[config.mk]
export PLATFORM = sky130hd
export DESIGN_NAME = serial_mux_alu
export DESIGN_NICKNAME = d
export VERILOG_FILES = /design/src/rtl/serial_mux_alu_pkg.sv /design/src/rtl/alu_fn_latch.sv /design/src/rtl/alu_step_seq.sv /design/src/rtl/alu_bit_mux.sv /design/src/rtl/alu_carry_reg.sv /design/src/rtl/serial_mux_alu.sv
export SDC_FILE = /design/constraint.sdc
export NUM_CORES = 1
export LEC_CHECK = 0
export BUFFER_PORTS_ARGS = -buffer_cell sky130_fd_sc_hd__buf_2
export CAP_MARGIN = 10
export CORE_UTILIZATION = 25
export DETAILED_ROUTE_END_ITERATION = 7
export PLACE_DENSITY = 0.44
export SLEW_MARGIN = 20
export SYNTH_ARGS = -nofsm -noshare
export SYNTH_HDL_FRONTEND = slang
export SYNTH_HIERARCHICAL = 1
export SYNTH_SLANG_ARGS = --single-unit
[constraint.sdc]
create_clock -name clk -period 6.7 [get_ports clk]
set_input_delay 2.01 -clock clk [delete_from_list [all_inputs] [get_ports clk]]
set_output_delay 2.01 -clock clk [all_outputs]
set_load 0.02 [all_outputs]
[src/rtl/serial_mux_alu_pkg.sv]
package serial_mux_alu_pkg;

    localparam int FN_W = 3;

    typedef enum logic [FN_W-1:0] {
        FN_PASS  = 3'd0,
        FN_OR    = 3'd1,
        FN_AND   = 3'd2,
        FN_XOR   = 3'd3,
        FN_ADD   = 3'd4,
        FN_SUBBA = 3'd5,
        FN_SHR   = 3'd6,
        FN_SUBAB = 3'd7
    } alu_fn_e;

    // Per-step inputs to the bit multiplexer
    typedef struct packed {
        logic a;
        logic b;
        logic cin;
        logic first;
        logic last;
    } bit_in_s;

    // Per-step outputs of the bit multiplexer
    typedef struct packed {
        logic res;
        logic cout;
        logic cwrite;
    } bit_out_s;

    // Value the flag takes when an operation starts
    function automatic logic flag_preload(alu_fn_e f, logic cur);
        logic v;
        case (f)
            FN_ADD:            v = 1'b0;
            FN_SUBAB, FN_SUBBA: v = 1'b1;
            default:           v = cur;
        endcase
        return v;
    endfunction

    function automatic logic maj3(logic x, logic y, logic z);
        return (x & y) | (x & z) | (y & z);
    endfunction

endpackage

[src/rtl/alu_fn_latch.sv]
module alu_fn_latch
    import serial_mux_alu_pkg::*;
(
    input  logic            clk,
    input  logic            rst,
    input  logic            load,
    input  logic [FN_W-1:0] code_in,
    output alu_fn_e         fn_q
);
    always_ff @(posedge clk) begin
        if (rst) begin
            fn_q <= FN_PASS;
        end else if (load) begin
            fn_q <= alu_fn_e'(code_in);
        end
    end
endmodule

[src/rtl/alu_step_seq.sv]
module alu_step_seq #(
    parameter int DATA_W = 8
) (
    input  logic clk,
    input  logic rst,
    input  logic start,
    output logic accept,
    output logic busy,
    output logic first,
    output logic last,
    output logic done
);
    localparam int CNT_W = (DATA_W > 2) ? $clog2(DATA_W) : 1;
    localparam logic [CNT_W-1:0] LAST_STEP = CNT_W'(DATA_W - 1);

    logic [CNT_W-1:0] step_q;
    logic             busy_q;
    logic             done_q;

    assign accept = start & ~busy_q;
    assign busy   = busy_q;
    assign first  = busy_q & (step_q == '0);
    assign last   = busy_q & (step_q == LAST_STEP);
    assign done   = done_q;

    always_ff @(posedge clk) begin
        if (rst) begin
            step_q <= '0;
            busy_q <= 1'b0;
            done_q <= 1'b0;
        end else begin
            done_q <= 1'b0;
            if (accept) begin
                busy_q <= 1'b1;
                step_q <= '0;
            end else if (busy_q) begin
                if (step_q == LAST_STEP) begin
                    busy_q <= 1'b0;
                    done_q <= 1'b1;
                    step_q <= '0;
                end else begin
                    step_q <= step_q + 1'b1;
                end
            end
        end
    end
endmodule

[src/rtl/alu_bit_mux.sv]
module alu_bit_mux
    import serial_mux_alu_pkg::*;
(
    input  alu_fn_e  fn,
    input  bit_in_s  din,
    output bit_out_s dout
);
    logic add_x;
    logic add_y;

    // Operand steering for the adder path: subtrahend inverted
    always_comb begin
        case (fn)
            FN_SUBAB: begin add_x = din.a; add_y = ~din.b; end
            FN_SUBBA: begin add_x = din.b; add_y = ~din.a; end
            default:  begin add_x = din.a; add_y = din.b;  end
        endcase
    end

    always_comb begin
        dout.res    = 1'b0;
        dout.cout   = din.cin;
        dout.cwrite = 1'b0;
        case (fn)
            FN_PASS: dout.res = din.a;
            FN_OR:   dout.res = din.a | din.b;
            FN_AND:  dout.res = din.a & din.b;
            FN_XOR:  dout.res = din.a ^ din.b;
            FN_ADD, FN_SUBAB, FN_SUBBA: begin
                dout.res    = add_x ^ add_y ^ din.cin;
                dout.cout   = maj3(add_x, add_y, din.cin);
                dout.cwrite = 1'b1;
            end
            FN_SHR: begin
                dout.res    = din.last ? 1'b0 : din.b;
                dout.cout   = din.a;
                dout.cwrite = din.first;
            end
            default: dout.res = 1'b0;
        endcase
    end
endmodule

[src/rtl/alu_carry_reg.sv]
module alu_carry_reg (
    input  logic clk,
    input  logic rst,
    input  logic load,
    input  logic load_val,
    input  logic step_en,
    input  logic write,
    input  logic cout,
    output logic flag_q
);
    always_ff @(posedge clk) begin
        if (rst) begin
            flag_q <= 1'b0;
        end else if (load) begin
            flag_q <= load_val;
        end else if (step_en && write) begin
            flag_q <= cout;
        end
    end
endmodule

[src/rtl/serial_mux_alu.sv]
module serial_mux_alu
    import serial_mux_alu_pkg::*;
#(
    parameter int DATA_W = 8
) (
    input  logic            clk,
    input  logic            rst,
    input  logic            start,
    input  logic [FN_W-1:0] bus_lo,
    input  logic            op_a,
    input  logic            op_b,
    output logic            res_bit,
    output logic            res_valid,
    output logic            done,
    output logic            carry_flag
);
    alu_fn_e  fn_q;
    bit_in_s  bin;
    bit_out_s bout;
    logic     accept;
    logic     busy;
    logic     first;
    logic     last;
    logic     flag_q;
    logic     preload_val;

    alu_fn_latch u_fn (
        .clk     (clk),
        .rst     (rst),
        .load    (accept),
        .code_in (bus_lo),
        .fn_q    (fn_q)
    );

    alu_step_seq #(.DATA_W(DATA_W)) u_seq (
        .clk    (clk),
        .rst    (rst),
        .start  (start),
        .accept (accept),
        .busy   (busy),
        .first  (first),
        .last   (last),
        .done   (done)
    );

    assign bin.a     = op_a;
    assign bin.b     = op_b;
    assign bin.cin   = flag_q;
    assign bin.first = first;
    assign bin.last  = last;

    alu_bit_mux u_mux (
        .fn   (fn_q),
        .din  (bin),
        .dout (bout)
    );

    assign preload_val = flag_preload(alu_fn_e'(bus_lo), flag_q);

    alu_carry_reg u_cy (
        .clk      (clk),
        .rst      (rst),
        .load     (accept),
        .load_val (preload_val),
        .step_en  (busy),
        .write    (bout.cwrite),
        .cout     (bout.cout),
        .flag_q   (flag_q)
    );

    assign res_bit    = busy & bout.res;
    assign res_valid  = busy;
    assign carry_flag = flag_q;
endmodule

==> results.cfg <==
[setup_path]
r2r_cells = 8
start_kind = input port
crit_end = res_bit
cp-end-kind = output pin
startpoint = op_a
required_ns = 4.69
critical_path_class = input port to output pin
r2r_slack_ns = 4.62
timing.rr.end = u_cy/flag_q$_SDFFE_PP0P_
arrival_ns = 3.79
timing.rr.start = u_fn/fn_q[1]$_SDFFE_PP0P_
crit_fanout = 5

[synthesis]
synth_seq_cells = 9
synth-seq-area-share = 0.286
synth.largest_area_cell = dfxtp_1
syn_inst = 66
synthMostInstantiatedCell = dfxtp_1
syn_nets = 81
syn_avg_cell_area_um2 = 9.54
synthTopCellsByArea = dfxtp_1 29%, ha_1 12%, mux2i_1 8.0%, inv_1 4.8%, nor2_1 4.2%
synthTopCellsByCount = 9 x dfxtp_1, 8 x inv_1, 7 x nor2_1
synth_cell_type_count = 26
ys_async_sr_fraction = 0
synth_top_area_frac = 0.286
netlist_area_um2 = 629
synth_edf_count = 0
synth_ff_type = dfxtp_1
yosysWarnings = 6

[timing]
period_needed_ns = 5.80
fmax_ghz = 0.172
tightest_slew_ns = 0.431
whs_ns = 0.523
clock_skew_ns = 0.000626
setup_viol = 0
rsz0062_at_grt = no
maxSlewViolCount = 0
hold_violations = 0
min_period_over_period = 0.866
max_slew_margin = 0.712
finalSetupTns_ns = 0

[clock_network]
hold_buffers = 0
cts.sinks = 9
cts-buffers-inserted = 3
cts.path.max_buffers = 2
cts_root_buffer = clkbuf_4
post_cts_buffers = 0
htree_levels = 1
worst_skew_pair.late_latency_ns = 0.26
cts_tree = yes
cts_resized = 0
path_clk_slew_ns = 0.07

[detailed_routing]
routed_via_density = 4.57
drtAntennaViolNets = 0
drt-total-wl_um = 1220
routedWlPerCell_um = 11.3
dr_total_vias = 494
drt_pass1_iterations = 4
drtIter0Drc = 7
remaining_drc_errors = 0

[die]
ios = 12
initial_core_util = 0.274
coreArea_mm2 = 0.00230
row_count = 17
die_h_um = 52.2
die-area_mm2 = 0.00272
chipWidth_um = 52.2

[final_layout]
num_antenna_cells = 0
area_delta_synth_final_pct = 16.7
final_nets = 96
finalNonFillerCells = 108
drive_above_1_share = 0.263

[grt]
grt_usage = 0.111
grt_max_degree = 16
overflow = 0
grt_pass1_vias = 483
antenna_found_initial = 0
grt_pass1_wl_um = 2160

[place]
io_buffer_count = 11
place_congestion = 0.657
dp.final_hpwl_um = 879
place_inst = 104

[power]
p_leak_uw = 0.000324
p_per_area_mw_per_mm2 = 176
peakVddDrop_uv = 89.1

[run_status]
status = completed

[flow_run]
maxCapViolations = 0

[min_path]
min_path_type = register to register
## flip-flops by register name, summed over array words and instances, names as in the netlist
register and cells:
u_fn/fn_q 3, u_seq/step_q 3, u_cy/flag_q 1, u_seq/busy 1, u_seq/done 1
## report_power, final
group | switching [uW] | internal [uW] | total [uW] | leakage, uW
Sequential | 4.32 | 56.3 | 60.6 | 0.0000738
Clock | 20.7 | 23.0 | 43.7 | 0.0000150
Combinational | 12.3 | 12.9 | 25.2 | 0.000236
Total | 37.3 | 92.1 | 129 | 0.000324
## worst min path at each step
| stage | start | end | cells past startpoint |
|---|---|---|---|
| final | u_seq/step_q[0]$_SDFFE_PP0P_ | u_seq/step_q[0]$_SDFFE_PP0P_ | 2 |
| after global routing | u_seq/step_q[0]$_SDFFE_PP0P_ | u_seq/step_q[0]$_SDFFE_PP0P_ | 2 |
| after CTS | u_seq/step_q[0]$_SDFFE_PP0P_ | u_seq/step_q[0]$_SDFFE_PP0P_ | 2 |
| after detailed placement | u_seq/step_q[1]$_SDFFE_PP0P_ | u_seq/step_q[1]$_SDFFE_PP0P_ | 2 |
| after global placement | u_seq/step_q[1]$_SDFFE_PP0P_ | u_seq/step_q[1]$_SDFFE_PP0P_ | 2 |
| after floorplan | u_seq/step_q[1]$_SDFFE_PP0P_ | u_seq/step_q[1]$_SDFFE_PP0P_ | 2 |
## routing by layer
metal / GRT usage / routed length [um]
met5: 0 / 0
met2: 0.175 / 560
met3: 0.0348 / 43
met1: 0.136 / 605
met4: 0.0526 / 10
## placed cells by master (no fill, tap or decap), types with 3 or more instances in the layout
master,Yosys,routed
clkbuf_4,0,3
and2b_2,3,3
nor2_1,7,7
buf_2,0,11
mux2i_1,5,5
nand2_1,4,4
ha_1,6,6
inv_1,8,8
dfxtp_1,9,9
## worst max-delay path, stage by stage
cell	delay, ns
buf_2	0.12
and2b_2	0.18
a211oi_1	0.21
a21oi_1	0.09
fa_1	0.55
o21ai_0	0.08
mux2_2	0.26
and2_1	0.13
buf_2	0.15
## kinds of logic (layout without fill, tap and decap cells)
kind of cell,count (synthesis),after routing,share of synthesized area
mux,8,8,0.151
flops,9,9,0.286
fa+ha+maj,7,7,0.151
buf+inv,9,23,0.0656
compound gates,10,10,0.117
simple gates,23,23,0.229
## layout make-up
type	instances	area (um2)
Inverter	8	30.0
Sequential cell	9	180
Clock buffer	4	26.3
Timing Repair Buffer	11	55.1
Multi-Input combinational cell	48	408
Tap cell	28	35.0
Fill cell	251	1560
## per-stage QoR
step | setup slack (ns) | cell area (um2) | total power (uW) | util
2_1_floorplan | 1.20 | 629 | 78.9 | -
3_3_place_gp | 0.906 | 708 | 87.4 | 0.308
3_5_place_dp | 0.891 | 708 | 87.2 | 0.308
4_1_cts | 0.892 | 734 | 132 | 0.320
5_1_grt | 0.796 | 734 | 139 | 0.320
6_report | 0.901 | 734 | 129 | 0.320
Power figures use the tool's default switching activity.
